## src/rtl/dllph_pkg.sv

```systemverilog
package dllph_pkg;

    localparam int CFG_W   = 32;
    localparam int B_DLL   = 16;
    localparam int B_RCV   = 17;
    localparam int B_CKO   = 18;
    localparam int B_EXT   = 19;
    localparam int SEL_LSB = 20;
    localparam int SEL_W   = 4;
    localparam logic [CFG_W-1:0] CFG_MASK = 32'h00FF_0000;

    typedef enum logic [2:0] {
        ST_IDLE,
        ST_PREP,
        ST_WAIT_LOW,
        ST_LOAD_SEL,
        ST_RAISE_CKO,
        ST_WAIT_HIGH,
        ST_HANDOVER
    } seq_state_e;

    typedef enum logic [2:0] {
        OP_HOLD,
        OP_PREP,
        OP_LOAD,
        OP_RAISE,
        OP_HAND
    } cfg_op_e;

    typedef struct packed {
        seq_state_e       state;
        logic [SEL_W-1:0] phase;
        logic [CFG_W-1:0] cfg;
        logic             done;
        logic             timeout;
    } seq_regs_t;

endpackage

```

## src/rtl/dllph_gray_enc.sv

```systemverilog
module dllph_gray_enc #(
    parameter int W = 4
) (
    input  logic [W-1:0] bin_i,
    output logic [W-1:0] gray_o
);

    for (genvar i = 0; i < W; i++) begin : g_bit
        if (i == W - 1) begin : g_msb
            assign gray_o[i] = bin_i[i];
        end else begin : g_low
            assign gray_o[i] = bin_i[i] ^ bin_i[i+1];
        end
    end

endmodule

```

## src/rtl/dllph_poll_timer.sv

```systemverilog
module dllph_poll_timer #(
    parameter int CYCLES_PER_US = 100,
    parameter int MAX_POLLS     = 50
) (
    input  logic clk,
    input  logic rst_n,
    input  logic active_i,
    input  logic match_i,
    output logic hit_o,
    output logic expire_o
);

    localparam int TICK_W = $clog2(CYCLES_PER_US + 1);
    localparam int POLL_W = $clog2(MAX_POLLS + 1);
    localparam logic [TICK_W-1:0] TICK_RELOAD = TICK_W'(CYCLES_PER_US - 1);
    localparam logic [POLL_W-1:0] POLL_LAST   = POLL_W'(MAX_POLLS - 1);

    typedef struct packed {
        logic [TICK_W-1:0] tick;
        logic [POLL_W-1:0] poll;
    } timer_regs_t;

    timer_regs_t r_q, r_d;
    logic        sample_now;

    assign sample_now = active_i && (r_q.tick == '0);
    assign hit_o      = sample_now && match_i;
    assign expire_o   = sample_now && !match_i && (r_q.poll == POLL_LAST);

    always_comb begin
        r_d = r_q;
        if (!active_i) begin
            r_d.tick = '0;
            r_d.poll = '0;
        end else if (r_q.tick != '0) begin
            r_d.tick = r_q.tick - 1'b1;
        end else if (!match_i && (r_q.poll != POLL_LAST)) begin
            r_d.poll = r_q.poll + 1'b1;
            r_d.tick = TICK_RELOAD;
        end
    end

    always_ff @(posedge clk or negedge rst_n) begin
        if (!rst_n) begin
            r_q <= '0;
        end else begin
            r_q <= r_d;
        end
    end

    AST_POLL_BOUND: assert property (@(posedge clk) disable iff (!rst_n)
        r_q.poll <= POLL_LAST);
    AST_TICK_BOUND: assert property (@(posedge clk) disable iff (!rst_n)
        r_q.tick <= TICK_RELOAD);
    AST_ONE_OUTCOME: assert property (@(posedge clk) disable iff (!rst_n)
        !(hit_o && expire_o));

endmodule

```

## src/rtl/dllph_cfg_update.sv

```systemverilog
module dllph_cfg_update
    import dllph_pkg::*;
(
    input  logic [CFG_W-1:0] cfg_i,
    input  cfg_op_e          op_i,
    input  logic [SEL_W-1:0] sel_i,
    output logic [CFG_W-1:0] cfg_o
);

    always_comb begin
        cfg_o = cfg_i;
        case (op_i)
            OP_PREP: begin
                cfg_o[B_RCV] = 1'b0;
                cfg_o[B_CKO] = 1'b0;
                cfg_o[B_EXT] = 1'b1;
                cfg_o[B_DLL] = 1'b1;
            end
            OP_LOAD: begin
                cfg_o[SEL_LSB +: SEL_W] = sel_i;
            end
            OP_RAISE: begin
                cfg_o[B_CKO] = 1'b1;
            end
            OP_HAND: begin
                cfg_o[B_RCV] = 1'b1;
                cfg_o[B_EXT] = 1'b0;
            end
            default: begin
                cfg_o = cfg_i;
            end
        endcase
    end

endmodule

```

## src/rtl/dllph_programmer.sv

```systemverilog
module dllph_programmer
    import dllph_pkg::*;
#(
    parameter int CYCLES_PER_US = 100,
    parameter int MAX_POLLS     = 50
) (
    input  logic             clk,
    input  logic             rst_n,
    input  logic             start_i,
    input  logic [3:0]       phase_i,
    input  logic             cko_status_i,
    output logic [31:0]      cfg_word_o,
    output logic             busy_o,
    output logic             done_o,
    output logic             timeout_o
);

    seq_regs_t        s_q, s_d;
    cfg_op_e          op;
    logic [SEL_W-1:0] sel_gray;
    logic [CFG_W-1:0] cfg_next;
    logic             in_wait;
    logic             want_high;
    logic             poll_match;
    logic             poll_hit;
    logic             poll_expire;

    dllph_gray_enc #(.W(SEL_W)) gray_i (
        .bin_i  (s_q.phase),
        .gray_o (sel_gray)
    );

    assign in_wait    = (s_q.state == ST_WAIT_LOW) || (s_q.state == ST_WAIT_HIGH);
    assign want_high  = (s_q.state == ST_WAIT_HIGH);
    assign poll_match = want_high ? cko_status_i : !cko_status_i;

    dllph_poll_timer #(
        .CYCLES_PER_US (CYCLES_PER_US),
        .MAX_POLLS     (MAX_POLLS)
    ) timer_i (
        .clk      (clk),
        .rst_n    (rst_n),
        .active_i (in_wait),
        .match_i  (poll_match),
        .hit_o    (poll_hit),
        .expire_o (poll_expire)
    );

    dllph_cfg_update upd_i (
        .cfg_i (s_q.cfg),
        .op_i  (op),
        .sel_i (sel_gray),
        .cfg_o (cfg_next)
    );

    always_comb begin
        op     = OP_HOLD;
        s_d    = s_q;
        s_d.done = 1'b0;
        case (s_q.state)
            ST_IDLE: begin
                if (start_i) begin
                    s_d.phase   = phase_i;
                    s_d.timeout = 1'b0;
                    s_d.state   = ST_PREP;
                end
            end
            ST_PREP: begin
                op        = OP_PREP;
                s_d.state = ST_WAIT_LOW;
            end
            ST_WAIT_LOW: begin
                if (poll_hit) begin
                    s_d.state = ST_LOAD_SEL;
                end else if (poll_expire) begin
                    s_d.timeout = 1'b1;
                    s_d.state   = ST_IDLE;
                end
            end
            ST_LOAD_SEL: begin
                op        = OP_LOAD;
                s_d.state = ST_RAISE_CKO;
            end
            ST_RAISE_CKO: begin
                op        = OP_RAISE;
                s_d.state = ST_WAIT_HIGH;
            end
            ST_WAIT_HIGH: begin
                if (poll_hit) begin
                    s_d.state = ST_HANDOVER;
                end else if (poll_expire) begin
                    s_d.timeout = 1'b1;
                    s_d.state   = ST_IDLE;
                end
            end
            ST_HANDOVER: begin
                op        = OP_HAND;
                s_d.done  = 1'b1;
                s_d.state = ST_IDLE;
            end
            default: begin
                s_d.state = ST_IDLE;
            end
        endcase
        s_d.cfg = cfg_next;
    end

    always_ff @(posedge clk or negedge rst_n) begin
        if (!rst_n) begin
            s_q <= '{state: ST_IDLE, phase: '0, cfg: '0, done: 1'b0, timeout: 1'b0};
        end else begin
            s_q <= s_d;
        end
    end

    assign cfg_word_o = s_q.cfg;
    assign busy_o     = (s_q.state != ST_IDLE);
    assign done_o     = s_q.done;
    assign timeout_o  = s_q.timeout;

    AST_SEL_GATED: assert property (@(posedge clk) disable iff (!rst_n)
        !$stable(cfg_word_o[SEL_LSB +: SEL_W]) |-> !cfg_word_o[B_CKO] && !$past(cfg_word_o[B_CKO]));
    AST_SEL_AFTER_LOW: assert property (@(posedge clk) disable iff (!rst_n)
        !$stable(cfg_word_o[SEL_LSB +: SEL_W]) |-> !$past(cko_status_i, 2));
    AST_CKO_RISE_ORDER: assert property (@(posedge clk) disable iff (!rst_n)
        $rose(cfg_word_o[B_CKO]) |-> cfg_word_o[B_DLL] && cfg_word_o[B_EXT] && !cfg_word_o[B_RCV]);
    AST_HANDOVER: assert property (@(posedge clk) disable iff (!rst_n)
        $rose(cfg_word_o[B_RCV]) |-> $fell(cfg_word_o[B_EXT]) && cfg_word_o[B_CKO] && $past(cko_status_i, 2));
    AST_DONE_PULSE: assert property (@(posedge clk) disable iff (!rst_n)
        done_o |=> !done_o);
    AST_DONE_NOT_TIMEOUT: assert property (@(posedge clk) disable iff (!rst_n)
        !(done_o && timeout_o));
    AST_TIMEOUT_STICKY: assert property (@(posedge clk) disable iff (!rst_n)
        timeout_o && !busy_o && !start_i |=> timeout_o);
    AST_TIMEOUT_CLEAR: assert property (@(posedge clk) disable iff (!rst_n)
        $rose(busy_o) |-> !timeout_o);
    AST_BUSY_IGNORES_START: assert property (@(posedge clk) disable iff (!rst_n)
        busy_o |=> $stable(s_q.phase));
    AST_OUTSIDE_ZERO: assert property (@(posedge clk) disable iff (!rst_n)
        (cfg_word_o & ~CFG_MASK) == '0);

endmodule

```

## config.mk

```make
export PLATFORM = sky130hd
export DESIGN_NAME = dllph_programmer
export DESIGN_NICKNAME = d
export VERILOG_FILES = /design/src/rtl/dllph_pkg.sv /design/src/rtl/dllph_gray_enc.sv /design/src/rtl/dllph_poll_timer.sv /design/src/rtl/dllph_cfg_update.sv /design/src/rtl/dllph_programmer.sv
export SDC_FILE = /design/constraint.sdc
export NUM_CORES = 1
export LEC_CHECK = 0
export ABC_CLOCK_PERIOD_IN_PS = 4900
export BUFFER_PORTS_ARGS = -buffer_cell sky130_fd_sc_hd__buf_2
export CORE_MARGIN = 2
export CORE_UTILIZATION = 57
export DETAILED_ROUTE_END_ITERATION = 8
export PLACE_DENSITY_LB_ADDON = 0.1
export SYNTH_ARGS = -nofsm -noshare
export SYNTH_HDL_FRONTEND = slang
export SYNTH_SLANG_ARGS = --single-unit
```

## constraint.sdc

```tcl
create_clock -name clk -period 4.9 [get_ports clk]
set_input_delay 0.49 -clock clk [delete_from_list [all_inputs] [get_ports clk]]
set_output_delay 0.49 -clock clk [all_outputs]
set_load 0.005 [all_outputs]
```

==> results.md, run 1 <==
Clock tree:
- The clock-pin slew reported for the worst setup and hold paths after clock tree synthesis is 0.10 ns.
- TritonCTS built the clock tree.
- The count of buffers added by post-CTS timing repair for setup is 0.
- The clock buffer count from CTS is 5.
- The count of hold buffers inserted by post-cts repair is 0.
- For this design, the sink count on the clock tree is 30.
- The maximum level of the CTS H-tree is 2.
- The cell chosen for the clock root is sky130_fd_sc_hd__clkbuf_4.
- The maximum count of clock buffers along a single path is 2.
- The clock reaches the later pin of the worst-skew pair after 0.34 ns.
- The number of instances resized during post-cts repair is 0.

Synthesis:
- The cell count after synthesis is 184.
- Counting distinct cell types in the post-synthesis netlist gives 39.
- The count of state elements after synthesis is 30.
- sky130_fd_sc_hd__dfrtp_1 takes more of the synthesized area than any other cell.
- The mean post-synth cell area is 9.62 sq um.
- After synthesis, the cell types taking the most area are sky130_fd_sc_hd__dfrtp_1 (42%), sky130_fd_sc_hd__buf_4 (14%), sky130_fd_sc_hd__mux2_2 (4.5%).
- The sequential-to-total area share from yosys stat is 0.424.
- The synthesized netlist occupies a cell area of 1770 sq um.
- In this run, synthesis inferred 0 flip-flops with an integrated enable.
- The synthesis warning total is 0.
- The commonest register cell after synthesis is sky130_fd_sc_hd__dfrtp_1.
- The share of async-settable or async-resettable flops after synthesis is 1.00.
- The share of synthesized area in the top cell type comes to 0.424.

Routing:
- The count of nets left with antenna violations after detail routing is 0.
- The final layout contains routed wiring with a total length of 2960 um.
- After detailed routing, the average wire length per cell comes to 13.0 um.
- The detailed router's first-iteration violation count is 53.
- Signal routing reaches up to met4.
- The number of vias after detailed routing is 1253.
- Summed over all nets, wire length on met2 after detailed routing comes to 1390 um.
- The met1 wire length is 1340 um.
- The met3 layer wire length in the routed design is 130 um.
- For this run, design rule violations remaining after detail routing come to 0.
- The total iterations of the first detailed-routing run is 4.
- The routed via count divided by cell count is 5.52.

Setup path:
- On the critical path, the stage with the largest delay is an instance of sky130_fd_sc_hd__a21boi_1.
- The signal on the critical path passes through nand3b_1, a21boi_1, nor2_1, mux2_2.
- The top fanout value on the critical path is 15.
- The element type at the critical path end is a flop.
- The required time at the worst-slack endpoint is 5.12 ns.
- The critical path launch point type is a flop.
- The largest single stage delay on the critical path is 0.91 ns.
- The data arrival time of the critical path is 2.37 ns.
- The setup path with the least slack is of type reg2reg.

Power:
- The analysis attributes to cell leakage a power of 0.000829 uW.
- The post-route total power is 1010 uW.
- The worst-case IR drop observed on VDD is 253 uV.
- Of the total power, the share spent switching nets is 0.410.
- In this run the power density over the cells is 566 nW/um^2.
- Of the total power, combinational logic draws 0.440.
- The internal portion of the total power is 595 uW.
- The part of the total power dissipated in the clock network is 0.157.
- Summed over all nets, the switching power comes to 413 uW.
- The share of total power dissipated in sequential elements is 0.403.

Run status:
- The flow ran to the end, and the final reports show no timing, DRC or antenna violations.

Die:
- The die covers 3570 sq um.
- The die height is 59.7 um.
- The horizontal die dimension is 59.7 um.
- The core region is 3000 sq um.
- For this configuration, the core starts out at a cell density of 0.590.
- 43 I/O pins were placed.
- The floorplan row count is 20.

GRT:
- Entering global routing, the biggest net connects 31 pins.
- The number of antenna violations at the first check in global routing is 0.
- The first global-routing pass estimated 5060 um of wire.
- After global routing the overflow that remains totals 0.
- The number of global-route vias before repair is 1136.
- The global routing usage summed across all routing layers is 0.193.

Run:
- The number of maximum-capacitance violations is 0.

STA:
- Dividing the final minimum period by the clock period gives 0.439.
- The number of max-slew violations in the final report is 0.
- The slew at the pin with the worst max-slew slack is 1.11 ns.
- The final-report setup violation count is 0.
- The final hold violation count is 0.
- Setup repair after global routing left no endpoint under its margin.
- The shortest clock period the worst path allows after layout is 2.15 ns.
- The worst clock skew is 0.00974 ns.
- Static timing analysis puts the maximum clock frequency at 0.465 GHz.
- Headroom to the max-slew limit came out at 0.259.
- The setup TNS after final layout is 0 ns.

Final layout:
- In the final layout, the share of cells above drive strength 1 is 0.180.
- The multi-input combinational cell area is 813 sq um.
- The filler cell count in the final layout is 265.
- The antenna diode count is 0.
- Measured on the finished design, the core utilization comes to 0.593.
- The total number of nets in the final design is 205.
- The sequential standard cell area is 751 sq um.
- The count of cells in the finished layout, fillers not included, comes to 227.
- The signed area change from the synthesized netlist to the final layout is 0.636%.

Placement:
- Detailed placement ended at an HPWL of 2170 um.
- At the end of routability-driven placement, the weighted congestion stood at 0.800.
- Once placement completed, the tool counted placed cells totaling 219.
- The port buffer count is 18.

Hold path:
- In this run the worst hold path is classified as in2async.
layout by cell type (no fill, tap or decap), types with 2 or more instances in the layout:
cell type and n:
sky130_fd_sc_hd__dfrtp_1 30, sky130_fd_sc_hd__conb_1 24, sky130_fd_sc_hd__buf_2 18, sky130_fd_sc_hd__nor2_1 12, sky130_fd_sc_hd__a21oi_1 10, sky130_fd_sc_hd__nand2_1 10, sky130_fd_sc_hd__o21ai_0 7, sky130_fd_sc_hd__mux2_2 7
sky130_fd_sc_hd__inv_1 6, sky130_fd_sc_hd__xnor2_1 5, sky130_fd_sc_hd__clkbuf_4 5, sky130_fd_sc_hd__nand2b_1 4, sky130_fd_sc_hd__nand3_1 4, sky130_fd_sc_hd__nor3_1 4, sky130_fd_sc_hd__o31ai_1 4, sky130_fd_sc_hd__or4_1 4
sky130_fd_sc_hd__ha_1 4, sky130_fd_sc_hd__or3_1 3, sky130_fd_sc_hd__nor2b_1 3, sky130_fd_sc_hd__nand4_1 3, sky130_fd_sc_hd__a31oi_1 3, sky130_fd_sc_hd__nand3b_1 2, sky130_fd_sc_hd__o21a_1 2, sky130_fd_sc_hd__a21o_1 2
sky130_fd_sc_hd__xor2_1 2, sky130_fd_sc_hd__a211oi_1 2
sequential cells by signal, indices dropped and copies added, names as in the netlist:
name	count
s_q	7
timeout_o	1
done_o	1
cfg_word_o	8
timer_i.r_q	13
power by group through the flow:
stage / registers, uW / logic [uW] / clock network [uW]
finish: 406 / 443 / 159
global route: 421 / 504 / 176
CTS: 406 / 447 / 164
detailed placement: 411 / 446 / 0
global placement: 406 / 429 / 0
floorplan: 379 / 420 / 0
path summary, 6_finish.rpt:
path	end	slack, ns	startpoint	cells after the start
min in group clk	s_q[37]$_DFFE_PN0P_	0.38	phase_i[3]	2
worst min register to register	cfg_word_o[16]$_DFFE_PN0P_	0.46	cfg_word_o[16]$_DFFE_PN0P_	1
worst max-delay path	timer_i.r_q[7]$_DFFE_PN0P_	2.75	s_q[39]$_DFFE_PN0P_	4
max in group asynchronous	s_q[34]$_DFFE_PN0P_	4.31	rst_n	1
worst max register to register	timer_i.r_q[7]$_DFFE_PN0P_	2.75	s_q[39]$_DFFE_PN0P_	4
worst min-delay path	timer_i.r_q[5]$_DFFE_PN0P_	0.17	rst_n	1
kinds of logic after synthesis:
kind of cell	after synthesis	synth area share
simple gates	55	0.177
other cells	1	0.00212
compound gates	35	0.124
xor+xnor	7	0.0346
fa+ha+maj	4	0.0283
flops	30	0.424
mux	7	0.0445
buf+inv	45	0.165
cell usage after synthesis (all sizes together), types with 2 or more instances:
master  instances
buf            33
dfrtp          30
nor2           12
a21oi          10
nand2          10
mux2            7
o21ai           7
clkbuf          6
inv             6
xnor2           5
ha              4
nand2b          4
nand3           4
nor3            4
o31ai           4
or4             4
a31oi           3
nand3b          3
nand4           3
nor2b           3
or3             3
a211oi          2
a21o            2
o21a            2
xor2            2
layout make-up:
| cell class | count | area share |
|---|---|---|
| Tap cell | 33 | 0.0232 |
| Clock buffer | 6 | 0.0288 |
| Sequential cell | 30 | 0.421 |
| Multi-Input combinational cell | 132 | 0.456 |
| Inverter | 6 | 0.0126 |
| Timing Repair Buffer | 18 | 0.0506 |
| Clock inverter | 2 | 0.00702 |
per-stage QoR:
stage	hold slack, ns	area (sq um)	setup WS, ns
floorplan	0.194	1860	3.25
global placement	0.444	1720	2.88
detailed placement	0.443	1720	2.78
CTS	0.189	1780	2.76
global route	0.205	1780	2.57
finish	0.165	1780	2.75
per-layer routing:
metal  global-route usage  vias up
met1                0.248      599
li1                     -      600
met4                0.121        0
met5                    0        -
met3               0.0498       13
met2                0.289       41
worst max-delay path: cells and delay by family, from the launching register on:
family / cells / cell delay, ns
multiplexers: 1 / 0.30
flip-flops: 1 / 0.50
AO/OA/AOI/OAI: 1 / 0.91
AND/OR/NAND/NOR: 2 / 0.32
No activity file was read; power rests on OpenSTA's default activity.
==> run 2: changes to the inputs <==
ABC_AREA = 1   (was unset)
ABC_CLOCK_PERIOD_IN_PS = 1900   (was 4900)
CORE_UTILIZATION = 48   (was 57)
clock period = 1.9 ns   (was 4.9 ns; I/O delays follow)
==> run 2 against run 1 <==
Fmax up 42%. Routed wire length down 4.6%. Via count up 1.2%. Combinational power rose to 2.8 times the previous value. Critical path depth up 6. First-iteration DRC count up 9.4%. Utilization down 7.1 points. Worst setup slack worse by 2.4 ns. Global-route usage down 3.4 points. Critical path type unchanged.
==> results.md, run 2 <==
Hold path:
- Along the worst hold path, the cell count comes to 3.
- The endpoint with the worst hold slack is s_q[36]$_DFFE_PN0P_.
- The path category of the worst min-delay check is in2reg.
- The launch point of the worst hold path is phase_i[2].

Synthesis:
- The share of async-settable or async-resettable flops after synthesis is 1.00 (unchanged).
- The mean post-synth cell area was 8.44 sq um (-12%).
- The count of state elements after synthesis is 30 (unchanged).
- The number of different library cells in the post-synthesis netlist is 30 (-23%).
- By area the synthesized netlist is led by sky130_fd_sc_hd__dfrtp_1 (42%), sky130_fd_sc_hd__buf_4 (13%), sky130_fd_sc_hd__nand2_1 (9.6%).
- The most used flip-flop cell after synthesis is sky130_fd_sc_hd__dfrtp_1.
- The number of enable flip-flop cells after synthesis is 0 (unchanged).
- The sequential-to-total area share from yosys stat is 0.418 (-0.00620).
- The netlist area before placement is 1800 sq um (+1.5%).
- The synthesis warning total was 0 (unchanged).
- The fraction of synthesized cell area taken by the top area cell type is 0.418 (-0.00620).
- In the synthesized netlist, the cells that appear most often are sky130_fd_sc_hd__nand2_1 (46), sky130_fd_sc_hd__buf_4 (32), sky130_fd_sc_hd__dfrtp_1 (30).
- The most common cell in the synthesized netlist is sky130_fd_sc_hd__nand2_1.
- The leading area contributor after synthesis is sky130_fd_sc_hd__dfrtp_1.
- The cell count after synthesis is 213 (+16%).

Routing:
- The overall routed net length is 2820 um (-4.6%).
- The detailed router's first-iteration violation count came to 58 (+9.4%).
- The number of vias after detailed routing is 1268 (+1.2%).
- The routed via count divided by cell count is 4.56 (-17%).
- The count of nets left with antenna violations after detail routing came to 0 (unchanged).
- The per-cell routed wire length came to 10.1 um (-22%).
- The total DRC errors in the routed layout is 0 (unchanged).
- The total iterations of the first detailed-routing run is 4 (unchanged).

Setup path:
- The startpoint identified for the worst register-to-register timing path is s_q[40]$_DFFE_PN0P_.
- The logic depth of the worst register-to-register path is 10 (+6).
- For this design, the slowest cell found on the critical path is sky130_fd_sc_hd__dfrtp_1.
- The worst-case register-to-register setup slack came to 0.39 ns (-2.36 ns).
- The critical path launch point type is a flop.
- The worst register-to-register path ends at s_q[38]$_DFFE_PN0P_.
- The data arrival time of the critical path was 1.69 ns (-0.68 ns).
- The required time at the worst-slack endpoint is 2.07 ns (-3.05 ns).
- The top fanout value on the critical path came to 11 (-4).
- The critical path goes through inv_1, nand3_2, nand2_2, nand2_2, inv_2, nand2_2, nand2_1, nand2_1, nand2_1, nand2_1.
- The worst stage delay on the critical path is 0.45 ns (-0.46 ns).
- The type of the worst setup path is reg2reg.
- The most prevalent standard cell on the critical path is sky130_fd_sc_hd__nand2_1.
- The worst setup path is captured at a flop.

Power:
- The ratio of total power to cell area came to 1490 nW/um^2 (+160%).
- The worst supply voltage drop on vdd came to 597 uV (+140%).
- The leakage power summed over all cells is 0.00101 uW (+22%).

Clock tree:
- The number of instances resized during post-cts repair is 0 (unchanged).
- The maximum count of clock buffers along a single path is 2 (unchanged).
- The count of buffers added by post-CTS timing repair for setup was 0 (unchanged).
- The number of clock sinks is 30 (unchanged).
- The clock latency of the later-clocked register in the worst-skew pair is 0.28 ns (-0.06 ns).
- TritonCTS built the clock tree.
- The clock-pin slew reported for the worst setup and hold paths after clock tree synthesis is 0.07 ns (-0.03 ns).
- The count of hold buffers inserted by post-cts repair came to 1 (+1).
- The clock buffer count from CTS is 5 (unchanged).
- The maximum level of the CTS H-tree came to 2 (unchanged).
- Clock tree synthesis selected as its root buffer the cell sky130_fd_sc_hd__clkbuf_8.

Final layout:
- The library cell used most frequently in the layout, excluding fill and tap cells, is sky130_fd_sc_hd__nand2_1.
- Relative to the synthesized area, the layout overhead comes to 5.64%.
- The fraction of final layout cells sized beyond drive strength 1 is 0.209 (+0.0283).
- Leaving out fill and tap cells, the most frequent cells in the layout are sky130_fd_sc_hd__nand2_1 (46), sky130_fd_sc_hd__dfrtp_1 (30), sky130_fd_sc_hd__conb_1 (24).
- The total number of nets in the final design came to 241 (+18%).
- The post-layout instance count excluding filler cells is 278 (+22%).
- The antenna diode count is 0 (unchanged).
- The filler cell count in the final layout is 350 (+32%).
- The register with the most flip-flops in the final layout is timer_i.r_q.
- The final standard cell area without fillers is 1900 sq um (+6.5%).
- The flip-flop count of the largest register, all copies and words added was 13 (unchanged).

GRT:
- The global routing usage summed across all routing layers came to 0.159 (-0.0343).
- The number of global-route vias before repair is 1202 (+5.8%).
- The residual overflow from global routing is 0 (unchanged).
- The number of antenna violations at the first check in global routing is 0 (unchanged).
- The first-pass GRT wire length is 5000 um (-1.4%).
- The maximum number of pins on one net before global-route repair is 31 (unchanged).

STA:
- The portion of the clock cycle consumed by the worst path in the final layout is 0.797 (+0.358).
- The worst clock skew is 0.00910 ns (-0.000639 ns).
- The final-report setup violation count is 0 (unchanged).
- Setup repair after global routing left no endpoint under its margin.
- The timing-limited maximum frequency came to 0.660 GHz (+42%).
- The final hold violation count was 0 (unchanged).
- The headroom to the max-slew limit came to 0.552 (+0.292).
- The number of max-slew violations in the final report was 0 (unchanged).
- The setup TNS after final layout is 0 ns (unchanged).
- The slew at the pin with the worst max-slew slack is 0.673 ns (-0.436 ns).
- The shortest clock period the worst path allows after layout was 1.51 ns (-0.635 ns).

Die:
- The floorplan row count is 22 (+10%).
- The area of the core was 3630 sq um (+21%).
- The die height was 65.2 um (+9.1%).
- The count of boundary I/O pins is 43 (unchanged).
- The horizontal die dimension came to 65.2 um (+9.1%).
- The initial core utilization is 0.494 (-0.0951).
- The die area is 4250 sq um (+19%).

Run status:
- The run finished with clean final reports.

Placement:
- The placed cell count is 269 (+23%).
- The port buffer count is 18 (unchanged).
- The final estimated routing congestion in global placement is 0.828 (+3.5%).
- The HPWL after detailed placement is 2160 um (-0.29%).
- The cell area reported after detailed placement came to 1780 sq um (+3.5%).

Run:
- The number of maximum-capacitance violations is 0 (unchanged).
-- run 2: kinds of logic (layout without fill, tap and decap cells) --
logic type               after synthesis  count (layout)  synth area share
flip-flops                            30              30             0.418
adder cells (fa/ha/maj)                4               4            0.0279
other                                  1              24           0.00209
AO/OA/AOI/OAI                         17              17            0.0515
XOR/XNOR                               8               8            0.0390
buffers and inverters                 55              49             0.191
AND/OR/NAND/NOR                       98              98             0.271
-- run 2: worst max path at each step --
| stage | startpoint | to | slack, ns | cells past startpoint |
|---|---|---|---|---|
| final | s_q[40]$_DFFE_PN0P_ | s_q[38]$_DFFE_PN0P_ | 0.39 | 10 |
| after floorplan | timer_i.r_q[6]$_DFFE_PN0P_ | s_q[38]$_DFFE_PN0P_ | 0.58 | 11 |
| after global routing | s_q[40]$_DFFE_PN0P_ | s_q[38]$_DFFE_PN0P_ | 0.22 | 10 |
| after detailed placement | s_q[40]$_DFFE_PN0P_ | s_q[38]$_DFFE_PN0P_ | 0.37 | 10 |
| after CTS | s_q[40]$_DFFE_PN0P_ | s_q[38]$_DFFE_PN0P_ | 0.37 | 10 |
| after global placement | s_q[40]$_DFFE_PN0P_ | s_q[38]$_DFFE_PN0P_ | 0.48 | 10 |
-- run 2: through the flow --
step | setup slack, ns | hold slack (ns) | total power [uW] | utilization
3_3_place_gp | 0.479 | 0.259 | 2220 | 0.489
4_1_cts | 0.370 | 0.0970 | 2880 | 0.522
2_1_floorplan | 0.583 | -0.106 | 2120 | -
5_1_grt | 0.224 | 0.100 | 3090 | 0.522
6_report | 0.386 | 0.108 | 2830 | 0.522
3_5_place_dp | 0.371 | 0.267 | 2260 | 0.489
-- run 2: critical path: cells and delay by family, from the launching register on --
family / cells / cell delay (ns)
and+or+nand+nor: 8 / 0.70
DFF: 1 / 0.45
buffers and inverters: 2 / 0.25
-- run 2: area by class of cell --
cell class	count	area, sq um	share of cell area
Clock buffer	8	110	0.0580
Inverter	22	87.6	0.0461
Multi-Input combinational cell	151	790	0.416
Sequential cell	30	751	0.396
Tap cell	48	60.1	0.0316
Timing Repair Buffer	19	100	0.0527
-- run 2: layer usage --
layer | vias to the layer above | GRT usage | share of wire
met4 | 0 | 0.0938 | 0.020
met5 | - | 0 | 0
met2 | 32 | 0.272 | 0.49
met1 | 592 | 0.177 | 0.44
li1 | 640 | - | -
met3 | 4 | 0.0411 | 0.047
-- run 2: power breakdown --
part | total [uW] | leakage [uW] | internal [uW] | switching (uW)
Combinational | 1220 | 0.000564 | 474 | 741
Sequential | 1010 | 0.000389 | 842 | 169
Clock | 599 | 0.0000575 | 365 | 234
Total | 2830 | 0.00101 | 1680 | 1140
